===== src/rtl/coal_pkg.sv =====
package coal_pkg;

    localparam int DEF_LANES      = 32;
    localparam int DEF_ADDR_W     = 32;
    localparam int DEF_LINE_BYTES = 128;
    localparam int DEF_ELEM_BYTES = 4;

    typedef enum logic [0:0] {
        ST_IDLE = 1'b0,
        ST_SEND = 1'b1
    } coal_state_e;

endpackage


===== src/rtl/coal_min_seg.sv =====
module coal_min_seg #(
    parameter int LANES = 32,
    parameter int SEG_W = 25
) (
    input  logic [LANES*SEG_W-1:0] seg_flat,
    input  logic [LANES-1:0]       seg_vld,
    output logic [SEG_W-1:0]       min_seg,
    output logic                   any_vld
);
    localparam int P     = 1 << $clog2(LANES);
    localparam int NODES = 2 * P - 1;

    logic [SEG_W-1:0] nseg [NODES];
    logic             nvld [NODES];

    genvar g;
    generate
        for (g = 0; g < P; g++) begin : g_leaf
            if (g < LANES) begin : g_real
                assign nseg[P-1+g] = seg_flat[g*SEG_W +: SEG_W];
                assign nvld[P-1+g] = seg_vld[g];
            end else begin : g_pad
                assign nseg[P-1+g] = '0;
                assign nvld[P-1+g] = 1'b0;
            end
        end
        for (g = 0; g < P - 1; g++) begin : g_node
            logic take_left;
            assign take_left = nvld[2*g+1] &&
                               (!nvld[2*g+2] || (nseg[2*g+1] <= nseg[2*g+2]));
            assign nseg[g]   = take_left ? nseg[2*g+1] : nseg[2*g+2];
            assign nvld[g]   = nvld[2*g+1] || nvld[2*g+2];
        end
    endgenerate

    assign min_seg = nseg[0];
    assign any_vld = nvld[0];

endmodule


===== src/rtl/coal_match.sv =====
module coal_match #(
    parameter int LANES = 32,
    parameter int SEG_W = 25,
    parameter int OFS_W = 7
) (
    input  logic [LANES*SEG_W-1:0] seg_flat,
    input  logic [LANES*OFS_W-1:0] ofs_flat,
    input  logic [LANES-1:0]       pend,
    input  logic [SEG_W-1:0]       sel_seg,
    output logic [LANES-1:0]       hit,
    output logic [LANES*OFS_W-1:0] hit_ofs
);
    genvar g;
    generate
        for (g = 0; g < LANES; g++) begin : g_lane
            assign hit[g] = pend[g] && (seg_flat[g*SEG_W +: SEG_W] == sel_seg);
            assign hit_ofs[g*OFS_W +: OFS_W] =
                hit[g] ? ofs_flat[g*OFS_W +: OFS_W] : '0;
        end
    endgenerate

endmodule


===== src/rtl/coal_stats.sv =====
module coal_stats #(
    parameter int LANES      = 32,
    parameter int LINE_BYTES = 128,
    parameter int ELEM_BYTES = 4,
    parameter int CNT_W      = 6,
    parameter int BYTES_W    = 13
) (
    input  logic               clk,
    input  logic               rst,
    input  logic               accept,
    input  logic [LANES-1:0]   accept_mask,
    input  logic               send,
    input  logic               send_last,
    output logic               done_valid,
    output logic [CNT_W-1:0]   done_txn_count,
    output logic [BYTES_W-1:0] done_req_bytes,
    output logic [BYTES_W-1:0] done_xfer_bytes
);
    logic [CNT_W-1:0]   cnt_q;
    logic [BYTES_W-1:0] req_bytes_q;
    logic [CNT_W-1:0]   active_cnt;
    logic [CNT_W-1:0]   cnt_next;

    always_comb begin
        active_cnt = '0;
        for (int i = 0; i < LANES; i++) begin
            active_cnt = active_cnt + CNT_W'(accept_mask[i]);
        end
    end

    assign cnt_next = cnt_q + CNT_W'(1);

    always_ff @(posedge clk) begin
        if (rst) begin
            cnt_q           <= '0;
            req_bytes_q     <= '0;
            done_valid      <= 1'b0;
            done_txn_count  <= '0;
            done_req_bytes  <= '0;
            done_xfer_bytes <= '0;
        end else begin
            done_valid <= 1'b0;
            if (accept) begin
                cnt_q       <= '0;
                req_bytes_q <= BYTES_W'(active_cnt) * BYTES_W'(ELEM_BYTES);
                if (accept_mask == '0) begin
                    done_valid      <= 1'b1;
                    done_txn_count  <= '0;
                    done_req_bytes  <= '0;
                    done_xfer_bytes <= '0;
                end
            end else if (send) begin
                cnt_q <= cnt_next;
                if (send_last) begin
                    done_valid      <= 1'b1;
                    done_txn_count  <= cnt_next;
                    done_req_bytes  <= req_bytes_q;
                    done_xfer_bytes <= BYTES_W'(cnt_next) * BYTES_W'(LINE_BYTES);
                end
            end
        end
    end


    eff_bound_chk: assert property (@(posedge clk) disable iff (rst)
        done_valid |-> (done_req_bytes <= done_xfer_bytes));


    done_nonzero_chk: assert property (@(posedge clk) disable iff (rst)
        send && send_last |=> done_valid && (done_txn_count != '0));

endmodule


===== src/rtl/coal_warp_coalescer.sv =====
module coal_warp_coalescer
    import coal_pkg::*;
#(
    parameter int LANES      = DEF_LANES,
    parameter int ADDR_W     = DEF_ADDR_W,
    parameter int LINE_BYTES = DEF_LINE_BYTES,
    parameter int ELEM_BYTES = DEF_ELEM_BYTES,
    localparam int OFS_W     = $clog2(LINE_BYTES),
    localparam int SEG_W     = ADDR_W - OFS_W,
    localparam int CNT_W     = $clog2(LANES + 1),
    localparam int BYTES_W   = $clog2(LANES * LINE_BYTES + 1)
) (
    input  logic                    clk,
    input  logic                    rst,
    input  logic                    req_valid,
    output logic                    req_ready,
    input  logic [LANES*ADDR_W-1:0] req_addr,
    input  logic [LANES-1:0]        req_mask,
    output logic                    txn_valid,
    input  logic                    txn_ready,
    output logic [ADDR_W-1:0]       txn_addr,
    output logic [LANES-1:0]        txn_lanes,
    output logic [LANES*OFS_W-1:0]  txn_offsets,
    output logic                    txn_last,
    output logic                    done_valid,
    output logic [CNT_W-1:0]        done_txn_count,
    output logic [BYTES_W-1:0]      done_req_bytes,
    output logic [BYTES_W-1:0]      done_xfer_bytes
);
    coal_state_e            state_q;
    logic [LANES-1:0]       pend_q;
    logic [LANES-1:0]       mask_q;
    logic [LANES*SEG_W-1:0] seg_q;
    logic [LANES*OFS_W-1:0] ofs_q;

    logic                   accept;
    logic                   send;
    logic [SEG_W-1:0]       min_seg;
    logic                   any_pend;
    logic [LANES-1:0]       hit;

    assign req_ready = (state_q == ST_IDLE);
    assign accept    = req_valid && req_ready;
    assign txn_valid = (state_q == ST_SEND);
    assign send      = txn_valid && txn_ready;

    always_ff @(posedge clk) begin
        if (accept) begin
            for (int i = 0; i < LANES; i++) begin
                seg_q[i*SEG_W +: SEG_W] <= req_addr[i*ADDR_W+OFS_W +: SEG_W];
                ofs_q[i*OFS_W +: OFS_W] <= req_addr[i*ADDR_W +: OFS_W];
            end
        end
    end

    always_ff @(posedge clk) begin
        if (rst) begin
            state_q <= ST_IDLE;
            pend_q  <= '0;
            mask_q  <= '0;
        end else if (accept) begin
            pend_q  <= req_mask;
            mask_q  <= req_mask;
            state_q <= (req_mask != '0) ? ST_SEND : ST_IDLE;
        end else if (send) begin
            pend_q <= pend_q & ~hit;
            if (txn_last) begin
                state_q <= ST_IDLE;
            end
        end
    end

    coal_min_seg #(
        .LANES (LANES),
        .SEG_W (SEG_W)
    ) u_min (
        .seg_flat (seg_q),
        .seg_vld  (pend_q),
        .min_seg  (min_seg),
        .any_vld  (any_pend)
    );

    coal_match #(
        .LANES (LANES),
        .SEG_W (SEG_W),
        .OFS_W (OFS_W)
    ) u_match (
        .seg_flat (seg_q),
        .ofs_flat (ofs_q),
        .pend     (pend_q),
        .sel_seg  (min_seg),
        .hit      (hit),
        .hit_ofs  (txn_offsets)
    );

    assign txn_addr  = {min_seg, {OFS_W{1'b0}}};
    assign txn_lanes = hit;
    assign txn_last  = txn_valid && ((pend_q & ~hit) == '0);

    coal_stats #(
        .LANES      (LANES),
        .LINE_BYTES (LINE_BYTES),
        .ELEM_BYTES (ELEM_BYTES),
        .CNT_W      (CNT_W),
        .BYTES_W    (BYTES_W)
    ) u_stats (
        .clk             (clk),
        .rst             (rst),
        .accept          (accept),
        .accept_mask     (req_mask),
        .send            (send),
        .send_last       (txn_last),
        .done_valid      (done_valid),
        .done_txn_count  (done_txn_count),
        .done_req_bytes  (done_req_bytes),
        .done_xfer_bytes (done_xfer_bytes)
    );


    stall_hold_chk: assert property (@(posedge clk) disable iff (rst)
        txn_valid && !txn_ready |=> txn_valid && $stable(txn_addr)
                                    && $stable(txn_lanes) && $stable(txn_offsets));


    ascend_chk: assert property (@(posedge clk) disable iff (rst)
        txn_valid && txn_ready && !txn_last |=> txn_valid && (txn_addr > $past(txn_addr)));


    lanes_nonempty_chk: assert property (@(posedge clk) disable iff (rst)
        txn_valid |-> any_pend && (txn_lanes != '0));


    lanes_subset_chk: assert property (@(posedge clk) disable iff (rst)
        txn_valid |-> ((txn_lanes & ~mask_q) == '0));


    empty_done_chk: assert property (@(posedge clk) disable iff (rst)
        accept && (req_mask == '0) |=> done_valid && !txn_valid && (done_txn_count == '0));


    busy_block_chk: assert property (@(posedge clk) disable iff (rst)
        accept && (req_mask != '0) |=> !req_ready);

endmodule


===== config.mk =====
export PLATFORM = sky130hd
export DESIGN_NAME = coal_warp_coalescer
export DESIGN_NICKNAME = d
export VERILOG_FILES = /design/src/rtl/coal_pkg.sv /design/src/rtl/coal_min_seg.sv /design/src/rtl/coal_match.sv /design/src/rtl/coal_stats.sv /design/src/rtl/coal_warp_coalescer.sv
export SDC_FILE = /design/constraint.sdc
export NUM_CORES = 2
export LEC_CHECK = 0
export ABC_AREA = 1
export BUFFER_PORTS_ARGS = -buffer_cell sky130_fd_sc_hd__buf_2
export CAP_MARGIN = 10
export CORE_AREA = 2 2 533 535
export CTS_CLUSTER_SIZE = 20
export DETAILED_ROUTE_END_ITERATION = 16
export DIE_AREA = 0 0 535 537
export SLEW_MARGIN = 15
export SYNTH_ARGS = -nofsm -noshare
export SYNTH_HDL_FRONTEND = slang
export SYNTH_HIERARCHICAL = 1
export SYNTH_SLANG_ARGS = --single-unit

===== constraint.sdc =====
create_clock -name clk -period 22.1 [get_ports clk]
set_clock_uncertainty 0.05 [all_clocks]
set_input_delay 4.42 -clock clk [delete_from_list [all_inputs] [get_ports clk]]
set_output_delay 4.42 -clock clk [all_outputs]
set_load 0.02 [all_outputs]

==> flow_summary.toml <==
[cts]
post_cts.repair.setup_buffers = 0
clock_tree.htree_level_count = 4
tritoncts_num_sinks = 1082
cts.reportedPaths.clkPinSlew_ps = 70
clkLatencyLatePin_ps = 840
clk_root_buffer_cell = "sky130_fd_sc_hd__clkbuf_16"
max-clock-path-buffers = 4
cts_made_buffers = 138
tritoncts_clock_tree = "done"

[routing]
number_of_drc_violations_after_detailed_routing = 0
routed_via_density = 5.28
routed_wire_length_per_instance_um = 30.4
routed_wirelength_mm = 499
vias = 86700
ant_nets = 0
drt_pass1_iterations = 7
drt_first_iter_violations = 11800

[layout]
post_route_cells_drive_above_1_share = 0.160
design.final.nets = 14400
layout.cells.non_filler = 16400
fillerInstances = 30100
finish.instance_area_um2 = 99700
synthToLayoutAreaGrowth_pct = 17.5

[die]
floorplan.die_area_um2 = 287000
die_h_um = 537
initial_utilization = 0.302
floorplan.io_pins = 1384
die_width_um = 535
core_um2 = 281000
placement_rows = 195

[sta]
finalHoldWorstSlack_ps = 433
slew-limit-headroom = 0.127
final-hold-violation-count = 0
tightest_slew_ps = 1310
rsz0062_at_grt = "false"
max_freq_mhz = 47.3
timing.final.crit_share = 0.956
timing_max_transition_violations_final = 0
final-setup-viol-count = 0
fin_tns_setup_ps = 0
fin_crit_ps = 21120

[global_routing]
first_global_vias = 78400
grt_antenna_before_repair = 99
grt_remaining_overflow = 0
global_route_wire_length_before_repair_mm = 651
grt_max_degree = 152
global_route.usage.total = 0.331

[placement]
buffer_ports.inserted = 1362
detailed_place_hpwl_mm = 394
placedCellCount = 16100
placed_cell_area_um2 = 95100
routabilityCongestion = 1.05

[setup_path]
critical_path.most_common_cell = "sky130_fd_sc_hd__nand2_1"
timing.critical_path.required_ps = 17630
critPathBufInv = 10
regToRegSetupSlack_ps = 5530
crit_path_top_delay_cell = "sky130_fd_sc_hd__inv_2"
endpoint_kind = "output port"
crit_path_start_kind = "flop"
critical-path-top-delay-family = "simple AND/OR/NAND/NOR gates"
worstPathMaxFanout = 26
setup.worst_path.class = "flop to output port"
critical_path.max_stage_delay_ps = 620
critPathArrivalTime_ps = 16650

[min_path]
min-delay-path-class = "flop to flop"

[run_status]
status = "finished, final reports clean"

[yosys]
syn-mean-instance-area_um2 = 7.54
yosysWarnings = 6
syn_inst = 11300
post_synth_instance_area_um2 = 84800

[run]
maxCapViolCount = 0
## metal layers
layer  GRT usage  up-vias  routed length [um]  share of wire
met4       0.189       24               32400          0.065
met2       0.500     5749              213000           0.43
met1       0.433    40900              202000           0.40
met3      0.0772     1162               52000           0.10
met5     0.00477        -                 161        0.00032
li1            -    38800                   -              -
## worst min-delay path, delay by kind of cell, from the launching register on
family | cells | cell delay [ps]
simple gates | 1 | 70
compound gates | 1 | 70
flops | 1 | 300
## area by class of cell
class | count | area (um^2) | area share
antenna | 41 | 103 | 0.00103
clock buffer | 168 | 3740 | 0.0375
clock inverter | 76 | 706 | 0.00708
inverter | 1863 | 7040 | 0.0706
multi-input combinational | 7970 | 43800 | 0.439
sequential | 1082 | 31900 | 0.320
tap | 3743 | 4680 | 0.0470
timing repair buffer | 1474 | 7720 | 0.0775
## path summary, 6_finish.rpt
path | cells past startpoint | endpoint | start
worst max-delay path | 66 | txn_last | seg_q[224]
worst min-delay path | 2 | u_stats/req_bytes_q[7] | u_stats/req_bytes_q[7]
worst max register to register | 69 | u_stats/done_xfer_bytes[7] | seg_q[224]
worst min register to register | 2 | u_stats/req_bytes_q[7] | u_stats/req_bytes_q[7]
## per-stage QoR
step                      utilization  setup slack [ps]
after floorplan                     -              7490
after global placement          0.338              1920
after detailed placement        0.338              1840
after CTS                       0.354               880
after global routing            0.354               185
final                           0.354               979
## registers in the layout (all words and copies together) (netlist names)
register,cells
u_stats/done_valid,1
txn_valid,1
u_stats/done_xfer_bytes,6
ofs_q,224
u_stats/cnt_q,6
u_stats/req_bytes_q,6
u_stats/done_req_bytes,6
pend_q,32
seg_q,800
## timing repair
item	in CTS	in global routing
hold buffers	0	0
setup endpoints to repair	0	1
resized for setup	0	4
## cells in the final DEF, fill, tap and decap left out, types with 13 or more instances in the layout
cell type and n:
sky130_fd_sc_hd__a21o_1 34, sky130_fd_sc_hd__a21oi_1 347, sky130_fd_sc_hd__and2_1 252, sky130_fd_sc_hd__buf_2 1362
sky130_fd_sc_hd__buf_4 107, sky130_fd_sc_hd__clkbuf_1 18, sky130_fd_sc_hd__clkbuf_16 143, sky130_fd_sc_hd__clkinv_1 16
sky130_fd_sc_hd__clkinv_2 19, sky130_fd_sc_hd__conb_1 21, sky130_fd_sc_hd__dfxtp_1 58, sky130_fd_sc_hd__diode_2 41
sky130_fd_sc_hd__edfxtp_1 1024, sky130_fd_sc_hd__fa_1 24, sky130_fd_sc_hd__ha_1 786, sky130_fd_sc_hd__inv_1 1820
sky130_fd_sc_hd__inv_2 30, sky130_fd_sc_hd__nand2_1 3319, sky130_fd_sc_hd__nand2_2 70, sky130_fd_sc_hd__nand2_4 43
sky130_fd_sc_hd__nand3_1 1248, sky130_fd_sc_hd__nand3_2 45, sky130_fd_sc_hd__nand3b_1 30, sky130_fd_sc_hd__nand4_1 105
sky130_fd_sc_hd__nor2_1 803, sky130_fd_sc_hd__nor2_2 29, sky130_fd_sc_hd__nor3_1 47, sky130_fd_sc_hd__nor3_2 76
sky130_fd_sc_hd__nor4_1 15, sky130_fd_sc_hd__o211ai_1 18, sky130_fd_sc_hd__o21a_1 20, sky130_fd_sc_hd__o21ai_0 329
sky130_fd_sc_hd__o21ai_1 33, sky130_fd_sc_hd__o21bai_1 13, sky130_fd_sc_hd__xnor2_1 177, sky130_fd_sc_hd__xor2_1 20
Power is left out: the tool's default activity adds up to more than one toggle a clock period on the data nets, which glitch-free logic cannot reach.
